## src/rtl/addr_busy_arb.sv

```systemverilog
module addr_busy_arb #(
  parameter int AW = 12
) (
  input  logic          clk,
  input  logic          rst_n,
  input  logic          slave_mode,
  input  logic          l_ce_n,
  input  logic          l_rw,
  input  logic [AW-1:0] l_addr,
  input  logic          l_busy_in_n,
  input  logic          r_ce_n,
  input  logic          r_rw,
  input  logic [AW-1:0] r_addr,
  input  logic          r_busy_in_n,
  output logic          l_busy_n,
  output logic          r_busy_n,
  output logic          l_wr_inhibit,
  output logic          r_wr_inhibit
);

  logic l_on, r_on, hit;
  logic lock_q, win_r_q, r_older_q;
  logic l_lose, r_lose, l_block, r_block;

  assign l_on = ~l_ce_n;
  assign r_on = ~r_ce_n;
  assign hit  = l_on & r_on & (l_addr == r_addr);

  always_ff @(posedge clk or negedge rst_n) begin
    if (!rst_n) begin
      lock_q    <= 1'b0;
      win_r_q   <= 1'b0;
      r_older_q <= 1'b0;
    end else begin
      lock_q <= hit;
      if (hit && !lock_q) win_r_q <= r_older_q;
      if (!r_on)      r_older_q <= 1'b0;
      else if (!l_on) r_older_q <= 1'b1;
    end
  end

  assign l_lose = lock_q & win_r_q;
  assign r_lose = lock_q & ~win_r_q;

  assign l_busy_n = slave_mode | ~l_lose;
  assign r_busy_n = slave_mode | ~r_lose;

  assign l_block = slave_mode ? ~l_busy_in_n : l_lose;
  assign r_block = slave_mode ? ~r_busy_in_n : r_lose;

  assign l_wr_inhibit = l_on & ~l_rw & l_block;
  assign r_wr_inhibit = r_on & ~r_rw & r_block;

endmodule

```

## config.mk

```make
export PLATFORM = sky130hd
export DESIGN_NAME = addr_busy_arb
export DESIGN_NICKNAME = d
export VERILOG_FILES = /design/src/rtl/addr_busy_arb.sv
export SDC_FILE = /design/constraint.sdc
export NUM_CORES = 1
export LEC_CHECK = 0
export ABC_CLOCK_PERIOD_IN_PS = 2000
export BUFFER_PORTS_ARGS = -buffer_cell sky130_fd_sc_hd__buf_4
export CAP_MARGIN = 25
export CORE_AREA = 2 2 39 41
export DETAILED_ROUTE_END_ITERATION = 6
export DIE_AREA = 0 0 41 43
export GPL_TIMING_DRIVEN = 1
export PLACE_DENSITY = 0.57
export SETUP_SLACK_MARGIN = 0.4
export SLEW_MARGIN = 20
export SYNTH_ARGS = -nofsm -noshare
export SYNTH_HDL_FRONTEND = slang
export SYNTH_SLANG_ARGS = --single-unit
```

## constraint.sdc

```tcl
create_clock -name clk -period 2 [get_ports clk]
set_clock_uncertainty 0.2 [all_clocks]
set_input_delay 0.2 -clock clk [delete_from_list [all_inputs] [get_ports clk]]
set_output_delay 0.2 -clock clk [all_outputs]
set_load 0.01 [all_outputs]
```

==> impl_metrics.yaml, run 1 <==
floorplanning:
  design.core.area_sq_mm: 0.00138
  start_util: 0.208
  rows: 14
  ios: 37
  die-area_sq_mm: 0.00176
  die_h_microns: 43
  die_w_microns: 41
clock_tree:
  h-tree-depth: 1
  cts-root-buf: "clkbuf_4"
  cts_tree: "yes"
  clock_latency_ns: 0.23
  numCtsBuffers: 3
  clockBufferDepth: 2
  clk_pin_slew_ns: 0.04
  clock_sink_count: 3
timing:
  post-route-min-period_ns: 1.72
  min_period_over_period: 0.862
  fin_hold_ws_ns: 0.0260
  fin_tns_setup_ns: 0
  finalSetupViolCount: 0
  drv_slew: 0
  max_slew.worst_pin.slew_ns: 0.247
  fmax_mhz: 580
  worst_slack_ns: 0.275
  rsz0062_at_grt: "true"
  max_slew_margin: 0.834
  finalHoldViolCount: 0
job:
  max_cap_viol_count: 0
synthesis:
  synth_cells: 31
  ys_warn_count: 0
  ys_types: 11
  seq_area_frac_synth: 0.261
  syn_area_per_cell_sq_um: 9.28
  netlist_area_sq_um: 288
  synth_fp_nets: 64
  synth-seq-cells: 3
cells_and_area:
  stdcell_count: 90
  syn2layout_area_growth_pct: 124
  final_cell_area_sq_um: 644
  utilization: 0.466
  regArea_sq_um: 75.1
  diodes: 0
  multiInputGateArea_sq_um: 225
  drive_gt1_frac: 0.595
  nFillCells: 143
  fin_nets: 108
  mostFrequentLayoutCells: "buf_4, xor2_1, xnor2_1"
  final_common_cell: "buf_4"
global_route:
  grt_antenna_before_repair: 0
  grt_usage: 0.108
  grt_overflow: 0
  grt_pass1_vias: 390
  grt_pass1_wl_microns: 1320
  grt_max_degree: 5
route:
  first_pass_iters: 2
  drt_iter0_markers: 3
  drc: 0
  ant_nets: 0
  drt-total-wl_microns: 829
  routedWlPerCell_microns: 9.21
  vias_per_cell: 4.24
  vias: 382
pwr:
  power.share.clock: 0.407
  power_leakage_nw: 0.310
  p_seq_frac: 0.250
  power_switching_mw: 0.0568
  p_per_area_mw_per_mm2: 394
  pwr-share-comb: 0.343
  p_int_mw: 0.197
  power_mw: 0.254
  peakVddDrop_uv: 155
  p_sw_frac: 0.224
worst_setup_path:
  endpoint_kind: "output pin"
  arrival_ns: 1.32
  required_ns: 1.60
  path_max_fanout: 2
  startpoint: "win_r_q"
  startpoint_type: "register"
  worstSetupPathType: "reg -> out"
  r2r_start: "lock_q"
place:
  dpl-instance-area_sq_um: 583
  place_hpwl_microns: 743
  post-place-cells: 83
  portBuffers: 36
  place.gp.congestion: 0.647
  dp_slack_ns: 0.301
run_status:
  status: "finished, final reports clean"
worst_hold_path:
  min-delay-path-class: "in -> reg"
  holdCritStartpoint: "l_ce_n"
==> logic make-up after synthesis <==
kind of cell    count (synthesis)  synth area share
simple gates                   13             0.270
xor+xnor                       12             0.365
flops                           3             0.261
compound gates                  2            0.0522
mux                             1            0.0522
==> final cells by class <==
class | instances | area share
timing repair buffer | 39 | 0.462
multi-input combinational | 28 | 0.350
sequential | 3 | 0.117
clock buffer | 4 | 0.0408
tap | 16 | 0.0311
==> power by group through the flow <==
stage	registers (mW)	clock network (mW)	logic, mW
finish	0.0634	0.103	0.0870
global route	0.0637	0.114	0.0964
CTS	0.0634	0.107	0.0877
detailed placement	0.0642	0	0.0843
global placement	0.0642	0	0.0832
floorplan	0.0638	0	0.0256
==> critical path: stages, from the launching register on <==
cell and delay (ns):
dfrtp_1 0.38, or3b_4 0.40, a211oi_2 0.17, buf_4 0.14
==> sequential cells by signal, summed over array words and instances (netlist names) <==
name / flops
lock_q: 1
r_older_q: 1
win_r_q: 1
==> synthesized netlist by cell type, drive strengths merged <==
master	count	area, sq um
a211oi	2	15.0
dfrtp	3	75.1
mux2	1	15.0
xor2	6	52.6
nor2	3	11.3
nand2b	3	18.8
xnor2	6	52.6
nand4	2	12.5
nor4	3	18.8
nand3b	1	7.51
or3b	1	8.76
==> worst paths after layout <==
check | end | slack [ns] | cells past startpoint
worst max-delay path | r_wr_inhibit | 0.28 | 3
worst min-delay path | r_older_q | 0.03 | 3
worst max register to register | win_r_q | 0.61 | 3
worst min register to register | r_older_q | 0.31 | 2
max in group asynchronous | win_r_q | 1.40 | 2
min in group asynchronous | lock_q | 0.10 | 2
==> per-layer routing <==
| metal | GRT usage | part of all wire |
|---|---|---|
| met4 | 0.0800 | 0 |
| met2 | 0.159 | 0.47 |
| met3 | 0.00524 | 0.17 |
| met1 | 0.141 | 0.36 |
| met5 | 0 | 0 |
==> timing repair <==
action,4_1_cts,5_1_grt
hold buffers,2,0
endpoints found under the setup margin,2,2
resized for setup,1,1
endpoints found under the hold margin,4,0
setup buffers,1,0
Note: power is estimated with default switching activity, not from simulation.
==> run 2, diff against run 1 <==
Settings changed: HOLD_SLACK_MARGIN from default to 0.12, SETUP_SLACK_MARGIN 0.4 to 0.3.
==> run 2 against run 1 <==
  * Final area is 7.4% higher
  * Critical path depth stayed put
  * Worst setup slack worse by 0.024 ns
  * Die area stayed put
  * Largest power group unchanged
  * Clock power is 4% higher
  * Non-clock buffer count is 3 higher
  * Power is 4.9% higher
==> impl_metrics.yaml, run 2 (synthesized netlist as in run 1, its figures left out) <==
timing:
  max_slew_margin: 0.663
  drv_slew: 0
  max_slew.worst_pin.slew_ns: 0.501
  post-route-min-period_ns: 1.75
  min_period_over_period: 0.875
  fin_hold_ws_ns: 0.0913
  finalHoldViolCount: 0
  fmax_mhz: 572
  finalSetupViolCount: 0
  fin_tns_setup_ns: 0
  worst_slack_ns: 0.251
  rsz0062_at_grt: "true"
cells_and_area:
  nFillCells: 132
  fin_nets: 111
  mostFrequentLayoutCells: "buf_4, xor2_1, dlygate4sd3_1, xnor2_1"
  stdcell_count: 93
  utilization: 0.500
  diodes: 0
  drive_gt1_frac: 0.597
  largestRegisters: "lock_q (1), r_older_q (1), win_r_q (1)"
  syn2layout_area_growth_pct: 140
  final_common_cell: "buf_4"
  final_cell_area_sq_um: 692
floorplanning:
  start_util: 0.208
  design.core.area_sq_mm: 0.00138
  ios: 37
  die_w_microns: 41
  die_h_microns: 43
  die-area_sq_mm: 0.00176
  rows: 14
worst_setup_path:
  critPathBufInv: 1
  path_cells: "or3b_4 -> a211oi_2 -> buf_4"
  arrival_ns: 1.35
  path_depth: 3
  crit_path_top_delay_cell: "or3b_4"
  r2r_start: "lock_q"
  endpoint_kind: "output pin"
  r2r_end: "win_r_q"
  slowest_delay_ns: 0.41
  cp_top_family: "simple AND/OR/NAND/NOR gates"
  startpoint: "win_r_q"
  worstSetupPathType: "reg -> out"
  startpoint_type: "register"
  required_ns: 1.60
  endpoint: "r_wr_inhibit"
  reg2reg_slack_ns: 0.42
  reg2reg_depth: 3
  path_max_fanout: 2
clock_tree:
  clk_pin_slew_ns: 0.04
  hold_buffers: 5
  numCtsBuffers: 3
  cts-root-buf: "clkbuf_4"
  h-tree-depth: 1
  clock_latency_ns: 0.23
  clockBufferDepth: 2
  clock_sink_count: 3
  cts_tree: "yes"
global_route:
  grt_pass1_vias: 382
  grt_max_degree: 5
  grt_pass1_wl_microns: 1300
  grt_usage: 0.108
  grt_overflow: 0
  grt_antenna_before_repair: 0
place:
  place_hpwl_microns: 691
  dp_slack_ns: 0.289
  post-place-cells: 83
  place.gp.congestion: 0.623
  portBuffers: 36
  dpl-instance-area_sq_um: 578
route:
  drc: 0
  drt-total-wl_microns: 854
  drt_iter0_markers: 1
  routedWlPerCell_microns: 9.18
  vias: 410
  vias_per_cell: 4.41
  first_pass_iters: 2
  ant_nets: 0
pwr:
  p_per_area_mw_per_mm2: 385
  power_mw: 0.266
  peakVddDrop_uv: 149
  power_leakage_nw: 0.343
job:
  max_cap_viol_count: 0
worst_hold_path:
  holdCritStartpoint: "l_addr[9]"
  min-delay-path-class: "in -> reg"
run_status:
  status: "finished, final reports clean"
[run 2: cell types whose count changed in the layout (fill, tap and decap cells not counted), sizes merged]
cell and delta:
dlygate4sd3 +3
[run 2: final cells by class]
cell class	instances	area [sq um]	share of cell area
clock buffers	4	26.3	0.0380
multi-input cells	28	243	0.351
flip-flops and latches	3	75.1	0.108
well taps	16	20.0	0.0289
repair buffers	42	328	0.474
[run 2: how the worst min path moves through the flow]
stage	depth (start not counted)	to
3_5_place_dp	1	win_r_q
4_1_cts	4	lock_q
3_3_place_gp	1	win_r_q
5_1_grt	4	lock_q
6_report	4	lock_q
2_1_floorplan	0	lock_q
[run 2: what timing repair did]
| action | CTS | global route |
|---|---|---|
| hold endpoints to repair | 5 | 1 |
| resized for setup | 2 | 3 |
| endpoints found under the setup margin | 1 | 2 |
| setup buffers | 1 | 0 |
[run 2: worst min-delay path: cells and delay by family]
kind                      cells  cell delay [ns]
buffers and inverters         1             0.08
and+or+nand+nor               2             0.15
xor gates and xnor gates      1             0.05
[run 2: where the power goes]
group | internal (mW) | total (mW) | switching (mW)
combinational | 0.0667 | 0.0956 | 0.0289
clock | 0.0748 | 0.107 | 0.0326
sequential | 0.0625 | 0.0633 | 0.000847
total | 0.204 | 0.266 | 0.0623
[run 2: per-layer routing]
layer	global-route usage	part of all wire
met2	0.166	0.44
met5	0	0
met3	0.0209	0.15
met4	0.100	0.022
met1	0.115	0.39
==> run 3, diff against run 2 <==
Settings changed: PLACE_DENSITY 0.57 to default.
==> run 3 against run 2 <==
  * Non-clock buffer count rose by 1
  * Register-to-register slack about the same
  * Core utilization shrank 0.36 points
  * Die area unchanged
  * Cell count rose by 1.1%
  * Critical path type unchanged
  * Combinational power fell by 2.9%
  * Hold slack improved by 0.027 ns
  * Count of clock-buffer cells in the layout unchanged
  * First-iteration DRC count up 100%
==> impl_metrics.yaml, run 3 (synthesized netlist as in run 1, its figures left out) <==
worst_hold_path:
  min-delay-path-class: "in -> reg"
  holdCritStartpoint: "l_addr[1]"
  holdPathEnd: "lock_q"
  holdPathStages: 4
clock_tree:
  cts-root-buf: "clkbuf_4"
  clockBufferDepth: 2
  clk_pin_slew_ns: 0.04
  clock_sink_count: 3
  clock_latency_ns: 0.23
  cts_tree: "yes"
  h-tree-depth: 1
  numCtsBuffers: 3
global_route:
  grt_usage: 0.117
  grt_pass1_wl_microns: 1410
  grt_pass1_vias: 416
  grt_antenna_before_repair: 0
  grt_overflow: 0
  grt_max_degree: 5
worst_setup_path:
  r2r_start: "lock_q"
  required_ns: 1.60
  path_max_fanout: 2
  cp_top_family: "simple AND/OR/NAND/NOR gates"
  path_cells: "or3b_4 -> a211oi_2 -> buf_4"
  reg2reg_depth: 3
  reg2reg_slack_ns: 0.41
  startpoint_type: "register"
  slowest_delay_ns: 0.41
  worstSetupPathType: "reg -> out"
  crit_path_top_delay_cell: "or3b_4"
  endpoint_kind: "output pin"
  arrival_ns: 1.33
  critPathBufInv: 1
  r2r_end: "win_r_q"
pwr:
  power_leakage_nw: 0.334
  peakVddDrop_uv: 181
  p_per_area_mw_per_mm2: 381
cells_and_area:
  final_common_cell: "buf_4"
  largestRegisters: "lock_q (1), r_older_q (1), win_r_q (1)"
  syn2layout_area_growth_pct: 139
  diodes: 0
  fin_nets: 112
  drive_gt1_frac: 0.564
  mostFrequentLayoutCells: "buf_4, xor2_1, xnor2_1, dlygate4sd3_1"
floorplanning:
  ios: 37
  die_h_microns: 43
  die_w_microns: 41
  rows: 14
  start_util: 0.208
  design.core.area_sq_mm: 0.00138
  die-area_sq_mm: 0.00176
timing:
  worst_slack_ns: 0.274
  max_slew_margin: 0.653
  fmax_mhz: 579
  finalSetupViolCount: 0
  finalHoldViolCount: 0
  post-route-min-period_ns: 1.73
  fin_hold_ws_ns: 0.118
  max_slew.worst_pin.slew_ns: 0.516
  rsz0062_at_grt: "true"
  min_period_over_period: 0.863
  fin_tns_setup_ns: 0
  drv_slew: 0
place:
  place_hpwl_microns: 730
  dp_slack_ns: 0.306
  portBuffers: 36
  place.gp.congestion: 0.631
job:
  max_cap_viol_count: 0
route:
  vias_per_cell: 4.41
  routedWlPerCell_microns: 9.11
  drt_iter0_markers: 2
  first_pass_iters: 4
  ant_nets: 0
  vias: 415
  drc: 0
  drt-total-wl_microns: 856
run_status:
  status: "finished, final reports clean"
==> run 3: cell count changes in the layout (fill, tap and decap cells not counted) <==
cell and delta:
dlygate4sd3_1 +1, xnor2_1 +2, xnor2_2 -2
==> run 3: cell type report <==
class	instances	area, sq um
Tap cell	16	20.0
Sequential cell	3	75.1
Multi-Input combinational cell	28	228
Timing Repair Buffer	43	338
Fill cell	136	697
Clock buffer	4	26.3
==> run 3: power breakdown <==
| group | internal, mW | total [mW] | switching [mW] |
|---|---|---|---|
| combinational | 0.0647 | 0.0928 | 0.0281 |
| clock | 0.0747 | 0.105 | 0.0306 |
| sequential | 0.0625 | 0.0634 | 0.000887 |
==> run 3: worst max-delay path by stage <==
stage	from	end	slack, ns	cells past startpoint
after detailed placement	r_addr[0]	win_r_q	0.31	6
after global placement	r_addr[0]	win_r_q	0.33	6
after floorplan	win_r_q	r_wr_inhibit	0.36	2
after global routing	win_r_q	r_wr_inhibit	0.23	3
final	win_r_q	r_wr_inhibit	0.27	3
after CTS	win_r_q	r_wr_inhibit	0.26	3
==> run 3: timing repair <==
item	in CTS	in global routing
setup buffers	1	0
resized for setup	2	1
endpoints found under the setup margin	1	2
hold buffers	6	0
endpoints found under the hold margin	5	0
==> run 3: worst register-to-register path, stage by stage (launching register included) <==
cell,delay (ns)
dfrtp_1,0.39
nor4_1,0.50
nand2b_4,0.08
mux2_4,0.30
==> run 3: layer usage <==
metal | vias to the layer above | share of wire | GRT usage
li1 | 205 | - | -
met1 | 178 | 0.36 | 0.126
met2 | 32 | 0.50 | 0.194
met3 | 0 | 0.14 | 0.0314
met4 | 0 | 0 | 0.0600
met5 | - | 0 | 0
==> run 3: metrics by stage <==
stage                util  cells  instance area, sq um  power (mW)
finish              0.496     94                   687       0.261
floorplan               -     31                   288      0.0890
detailed placement  0.418     83                   578       0.148
global route        0.496     94                   687       0.278
CTS                 0.491     94                   679       0.268
global placement    0.418     83                   578       0.147
